### src/rtl/hp_slot_pkg.sv
package hp_slot_pkg;
  localparam int REG_W  = 16;
  localparam int WORD_W = 2 * REG_W;
  localparam int BE_W   = WORD_W / 8;

  // status bit positions
  localparam int S_BTN  = 0;
  localparam int S_PCHG = 3;
  localparam int S_CMD  = 4;
  localparam int S_PRES = 6;
  localparam int S_LOCK = 7;

  // control bit positions
  localparam int C_BTNE = 0;
  localparam int C_PCHE = 3;
  localparam int C_CMDE = 4;
  localparam int C_HPIE = 5;
  localparam int C_LOCK = 11;

  localparam logic [REG_W-1:0] CTL_RESET = 16'h03C0;
  localparam logic [REG_W-1:0] CTL_WMASK = 16'h03F9;
  localparam logic [REG_W-1:0] EVT_MASK  = 16'h0019;
endpackage

### src/rtl/hp_lane_merge.sv
module hp_lane_merge #(
  parameter int LANES = 2
) (
  input  logic [8*LANES-1:0] old_val,
  input  logic [8*LANES-1:0] new_val,
  input  logic [LANES-1:0]   lane_en,
  output logic [8*LANES-1:0] merged
);
  for (genvar g = 0; g < LANES; g++) begin : g_lane
    assign merged[8*g +: 8] = lane_en[g] ? new_val[8*g +: 8] : old_val[8*g +: 8];
  end
endmodule

### src/rtl/hp_slot_regs.sv
module hp_slot_regs
  import hp_slot_pkg::*;
(
  input  logic              clk,
  input  logic              rst_n,
  input  logic              wr_en,
  input  logic [BE_W-1:0]   wr_be,
  input  logic [WORD_W-1:0] wr_data,
  input  logic              ev_insert,
  input  logic              ev_remove,
  input  logic              ev_cold,
  input  logic              ev_btn,
  output logic [REG_W-1:0]  ctl_q,
  output logic [REG_W-1:0]  sts_q,
  output logic              busy_q
);
  localparam int HALF = BE_W / 2;

  logic [REG_W-1:0] ctl_m, ctl_d, clr_raw, clr_mask, sts_d;
  logic [HALF-1:0]  ctl_lanes, sts_lanes;
  logic             ctl_wr, lock_hit, plug_try, refuse;

  assign ctl_lanes = wr_be[HALF-1:0] & {HALF{wr_en}};
  assign sts_lanes = wr_be[BE_W-1:HALF] & {HALF{wr_en}};
  assign ctl_wr    = |ctl_lanes;

  hp_lane_merge #(.LANES(HALF)) u_ctl_merge (
    .old_val(ctl_q), .new_val(wr_data[REG_W-1:0]),
    .lane_en(ctl_lanes), .merged(ctl_m));

  hp_lane_merge #(.LANES(HALF)) u_clr_merge (
    .old_val('0), .new_val(wr_data[WORD_W-1:REG_W]),
    .lane_en(sts_lanes), .merged(clr_raw));

  assign clr_mask = clr_raw & EVT_MASK;
  assign lock_hit = ctl_m[C_LOCK];
  assign ctl_d    = ctl_m & CTL_WMASK;
  assign plug_try = ev_insert | ev_remove;
  assign refuse   = plug_try & sts_q[S_LOCK];

  always_comb begin
    sts_d = sts_q & ~clr_mask;
    if (lock_hit) sts_d[S_LOCK] = ~sts_q[S_LOCK];
    if (ev_btn)   sts_d[S_BTN]  = 1'b1;
    if (ev_cold)  sts_d[S_PRES] = 1'b1;
    if (!sts_q[S_LOCK]) begin
      if (ev_insert) begin
        sts_d[S_PRES] = 1'b1;
        sts_d[S_PCHG] = 1'b1;
      end else if (ev_remove) begin
        sts_d[S_PRES] = 1'b0;
        sts_d[S_PCHG] = 1'b1;
      end
    end
    if (ctl_wr) sts_d[S_CMD] = 1'b1;
  end

  always_ff @(posedge clk or negedge rst_n) begin
    if (!rst_n) begin
      ctl_q  <= CTL_RESET;
      sts_q  <= '0;
      busy_q <= 1'b0;
    end else begin
      ctl_q  <= ctl_d;
      sts_q  <= sts_d;
      busy_q <= refuse;
    end
  end

  // a control write completes as a command on the same edge
  p_cmd_done_r2: assert property (@(posedge clk) disable iff (!rst_n)
    ctl_wr |=> sts_q[S_CMD]);

  // each 1 written to interlock control flips interlock status
  p_lock_toggle_r3: assert property (@(posedge clk) disable iff (!rst_n)
    (wr_en && wr_be[1] && wr_data[C_LOCK]) |=> (sts_q[S_LOCK] != $past(sts_q[S_LOCK])));

  // a refused plug attempt leaves presence untouched and raises busy
  p_refuse_keeps_pres_r9: assert property (@(posedge clk) disable iff (!rst_n)
    (refuse && !ev_cold) |=> $stable(sts_q[S_PRES]));

  p_refuse_busy_r9: assert property (@(posedge clk) disable iff (!rst_n)
    refuse |=> busy_q);
endmodule

### src/rtl/hp_slot_notify.sv
module hp_slot_notify
  import hp_slot_pkg::*;
#(
  parameter int VEC_W = 5
) (
  input  logic             clk,
  input  logic             rst_n,
  input  logic [REG_W-1:0] ctl,
  input  logic [REG_W-1:0] sts,
  input  logic             msi_on,
  input  logic [VEC_W-1:0] vec_cfg,
  output logic             intx_q,
  output logic             msi_q,
  output logic [VEC_W-1:0] vec_q
);
  logic pend, pend_q, flip;

  assign pend = ctl[C_HPIE] & (|(sts & ctl & EVT_MASK));
  assign flip = pend ^ pend_q;

  always_ff @(posedge clk or negedge rst_n) begin
    if (!rst_n) begin
      pend_q <= 1'b0;
      intx_q <= 1'b0;
      msi_q  <= 1'b0;
      vec_q  <= '0;
    end else begin
      pend_q <= pend;
      intx_q <= ~msi_on & pend;
      msi_q  <= msi_on & flip;
      if (msi_on && flip) vec_q <= vec_cfg;
    end
  end

  // the level interrupt never rises without the hot-plug enable
  p_intx_needs_hpie_r4: assert property (@(posedge clk) disable iff (!rst_n)
    intx_q |-> $past(ctl[C_HPIE]));

  // message requests only while message interrupts were enabled
  p_msi_needs_enable_r5: assert property (@(posedge clk) disable iff (!rst_n)
    msi_q |-> $past(msi_on));

  // a message request and the level line are never active together
  p_msi_excl_intx_r5: assert property (@(posedge clk) disable iff (!rst_n)
    msi_q |-> !intx_q);
endmodule

### src/rtl/hp_slot_ctrl.sv
module hp_slot_ctrl
  import hp_slot_pkg::*;
#(
  parameter int VEC_W = 5
) (
  input  logic              clk,
  input  logic              rst_n,
  input  logic              cfg_wr_en,
  input  logic [BE_W-1:0]   cfg_wr_be,
  input  logic [WORD_W-1:0] cfg_wr_data,
  output logic [WORD_W-1:0] cfg_rd_data,
  input  logic              card_insert,
  input  logic              card_remove,
  input  logic              card_coldplug,
  input  logic              attn_press,
  output logic              plug_busy,
  input  logic              msi_on,
  input  logic [VEC_W-1:0]  msg_num_cfg,
  output logic              intx_level,
  output logic              msi_req,
  output logic [VEC_W-1:0]  msi_msg_num
);
  logic [REG_W-1:0] ctl_q, sts_q;

  hp_slot_regs u_regs (
    .clk(clk), .rst_n(rst_n),
    .wr_en(cfg_wr_en), .wr_be(cfg_wr_be), .wr_data(cfg_wr_data),
    .ev_insert(card_insert), .ev_remove(card_remove),
    .ev_cold(card_coldplug), .ev_btn(attn_press),
    .ctl_q(ctl_q), .sts_q(sts_q), .busy_q(plug_busy));

  hp_slot_notify #(.VEC_W(VEC_W)) u_notify (
    .clk(clk), .rst_n(rst_n),
    .ctl(ctl_q), .sts(sts_q),
    .msi_on(msi_on), .vec_cfg(msg_num_cfg),
    .intx_q(intx_level), .msi_q(msi_req), .vec_q(msi_msg_num));

  assign cfg_rd_data = {sts_q, ctl_q};

  // interlock control is never visible in read-back
  p_lock_ctl_zero_r3: assert property (@(posedge clk) disable iff (!rst_n)
    cfg_rd_data[C_LOCK] == 1'b0);
endmodule

### config.mk
export PLATFORM = sky130hd
export DESIGN_NAME = hp_slot_ctrl
export DESIGN_NICKNAME = d
export VERILOG_FILES = /design/src/rtl/hp_slot_pkg.sv /design/src/rtl/hp_lane_merge.sv /design/src/rtl/hp_slot_regs.sv /design/src/rtl/hp_slot_notify.sv /design/src/rtl/hp_slot_ctrl.sv
export SDC_FILE = /design/constraint.sdc
export NUM_CORES = 1
export LEC_CHECK = 0
export BUFFER_PORTS_ARGS = -buffer_cell sky130_fd_sc_hd__clkbuf_2
export CAP_MARGIN = 20
export CORE_ASPECT_RATIO = 0.8
export CORE_MARGIN = 4
export CORE_UTILIZATION = 34
export CTS_CLUSTER_SIZE = 40
export DETAILED_ROUTE_END_ITERATION = 8
export PLACE_DENSITY = 0.76
export REMOVE_ABC_BUFFERS = 1
export SETUP_SLACK_MARGIN = 0.3
export SLEW_MARGIN = 30
export SYNTH_ARGS = -nofsm -noshare
export SYNTH_HDL_FRONTEND = slang
export SYNTH_SLANG_ARGS = --single-unit
### constraint.sdc
create_clock -name clk -period 1.61 [get_ports clk]
set_clock_uncertainty 0.15 [all_clocks]
set_input_delay 0.0805 -clock clk [delete_from_list [all_inputs] [get_ports clk]]
set_output_delay 0.0805 -clock clk [all_outputs]
set_load 0.03 [all_outputs]
==> results.yml <==
routing:
  highest_layer: "met4"
  wl_met3_um: 364
  vias: 928
  dr_wl_met2_mm: 1.32
  postRouteAntennaNets: 0
  via_per_inst: 4.38
  wirelength_mm: 2.78
  wl_per_cell_um: 13.1
  drc_errors: 0
  initialDrtViolationCount: 34
  dr.pass1.iters: 4
  drt-met1-wl_mm: 1.04
clock_tree:
  cts_sinks: 22
  cts-htree-levels: 1
  cts_buffers: 3
  clock_latency_ns: 0.26
  clk_path_buf_depth: 2
  tritoncts: "yes"
  cts_root_buf: "clkbuf_8"
  path_clk_slew_ns: 0.08
flow_run:
  maxCapViolations: 0
worst_setup_path:
  worstSetupStartpointType: "flip-flop"
  worst_ep_required_time_ns: 1.60
  crit_chain: "nand4b_1 -> o21ai_2 -> a221oi_4 -> buf_6 -> mux2_1"
  cp_slowest_cell: "dfrtp_1"
  end_kind: "flip-flop"
  crit_path_max_fanout: 6
  critPathMaxStageDelay_ns: 0.43
  crit_arrival_ns: 1.65
  path_class: "reg -> reg"
floorplan:
  core_um2: 2850
  rows: 17
  pin_count: 89
  fp.dieW_um: 69.9
  fp.dieArea_um2: 4020
  start_util_pct: 36.6
  die_h_um: 57.5
placed_design:
  io_buffers: 48
  dpl.hpwl_mm: 1.78
  gp_congestion: 0.810
  dpl-instance-area_um2: 1320
  pre_cts_slack_ns: -0.0921
cells_and_area:
  utilization_pct: 60.1
  area_delta_synth_final_pct: 64.5
  final_common_cell: "clkbuf_2"
  final_cell_mix: "clkbuf_2, dlygate4sd3_1, conb_1, dfrtp_1, mux2_2"
  fillers: 232
  final_area_um2: 1710
  diodes: 0
  drive_gt1_share_pct: 46.0
  nNetsFinal: 224
sta:
  final.min_clock_period_ns: 1.66
  fin_crit_sh_pct: 103
  setup_viol_count_final: 5
  tightest_slew_ns: 0.526
  rsz0062_at_grt: "yes"
  slew_headroom_pct: 64.9
  max_freq_ghz: 0.602
  finalHoldViolCount: 0
  slew_violations: 0
  setup_ws_ns: -0.0502
synthesis:
  seq_area_frac_synth_pct: 53.3
  avgSynthCellArea_um2: 12.3
  synth_cell_types: 22
  ys_seq_elements: 22
  synth_area_um2: 1040
  ys_warn_count: 0
  postSynthCellCount: 85
run_status:
  violations: "negative setup slack"
  outcome: "complete, but fails checks"
global_route:
  grt_max_degree: 23
  antenna_found_initial: 0
  grt_pass1_vias: 1038
  grt.overflow.total: 0
  grtUsageTotal_pct: 14.3
  grt_first_pass_wirelength_mm: 4.55
pwr:
  peakVddDrop_v: 0.000655
  cellLeakagePower_nw: 0.863
  powerDensity_nw_per_um2: 1320
min_path:
  holdCritPathClass: "in -> reg"
stage by stage:
stage / instances / total power [mW] / setup TNS (ns) / hold WS (ns)
2_1_floorplan: 84 / 1.36 / -1.08 / -0.365
3_3_place_gp: 178 / 1.63 / -0.262 / -0.0753
3_5_place_dp: 178 / 1.66 / -0.416 / -0.0661
4_1_cts: 210 / 2.24 / -0.229 / -0.101
5_1_grt: 212 / 2.37 / -0.514 / 0.0540
6_report: 212 / 2.26 / -0.228 / 0.0407
what timing repair did:
item,in CTS,in global routing
resized for setup,3,9
hold buffers,26,1
pin swaps,1,0
endpoints found under the hold margin,42,1
endpoints found under the setup margin,6,8
buffers inserted,2,1
logic make-up (layout without fill, tap and decap cells):
| family | Yosys count | count (layout) | synth area share [%] |
|---|---|---|---|
| buffers and inverters | 23 | 94 | 15.1 |
| flip-flops | 22 | 22 | 53.3 |
| AND/OR/NAND/NOR | 16 | 16 | 8.64 |
| multiplexers | 13 | 13 | 14.0 |
| AO/OA/AOI/OAI | 9 | 9 | 7.68 |
| other | 1 | 19 | 0.360 |
| XOR/XNOR | 1 | 1 | 0.840 |
area by class of cell:
type,instances,area (um^2),share of cell area [%]
multi-input cells,58,400,23.4
repair buffers,86,624,36.4
clock inverters,1,30.0,1.75
inverters,4,15.0,0.876
flip-flops and latches,22,556,32.4
clock buffers,3,41.3,2.41
well taps,38,47.5,2.77
cell usage after synthesis (all sizes together):
library cell	instances	area, um^2
nand2	6	22.5
dfstp	4	105
conb	1	3.75
nand4b	1	8.76
nor4bb	1	16.3
buf	19	143
o22ai	1	6.26
a221oi	1	26.3
nand3	4	20.0
inv	4	15.0
nor2b	2	12.5
o21ai	4	20.0
mux2	13	146
nor2	1	3.75
xnor2	1	8.76
and3	1	6.26
a21o	1	7.51
dfrtp	18	450
a21boi	1	7.51
a22oi	1	12.5
metal layers:
| metal | vias to the layer above | track usage (%) |
|---|---|---|
| met5 | - | 0 |
| met4 | 0 | 4.92 |
| met3 | 6 | 9.15 |
| met2 | 59 | 23.7 |
| met1 | 437 | 14.9 |
| li1 | 426 | - |
flip-flops by register name, indices dropped and copies added (netlist names):
| register | cells |
|---|---|
| u_regs.ctl_q | 8 |
| u_notify.vec_q | 5 |
| u_regs.sts_q | 5 |
| u_notify.intx_q | 1 |
| u_notify.msi_q | 1 |
| u_notify.pend_q | 1 |
| u_regs.busy_q | 1 |
worst paths after layout:
path | start | end | slack [ns] | depth (start not counted)
setup reg to reg | u_regs.ctl_q[5]$_DFFE_PN0P_ | u_notify.vec_q[3]$_DFFE_PN0P_ | -0.05 | 5
max in group asynchronous | rst_n | u_regs.ctl_q[8]$_DFFE_PN1P_ | 0.75 | 2
hold / removal | cfg_wr_en | u_regs.sts_q[7]$_DFFE_PN0P_ | 0.04 | 3
hold reg to reg | u_notify.vec_q[1]$_DFFE_PN0P_ | u_notify.vec_q[1]$_DFFE_PN0P_ | 0.35 | 1
min in group asynchronous | rst_n | u_regs.ctl_q[3]$_DFFE_PN0P_ | 0.20 | 2
setup / recovery | u_regs.ctl_q[5]$_DFFE_PN0P_ | u_notify.vec_q[3]$_DFFE_PN0P_ | -0.05 | 5
power by group:
group	switching [mW]	internal (mW)
clock network	0.171	0.332
registers	0.0963	0.715
logic	0.580	0.367
critical path: cells and delay by family (launching register included):
kind                   cells  cell delay [ns]
flip-flops                 1             0.43
AO/OA/AOI/OAI              2             0.36
multiplexers               1             0.32
buffers and inverters      1             0.16
AND/OR/NAND/NOR            1             0.14
Power figures use the tool's default switching activity.
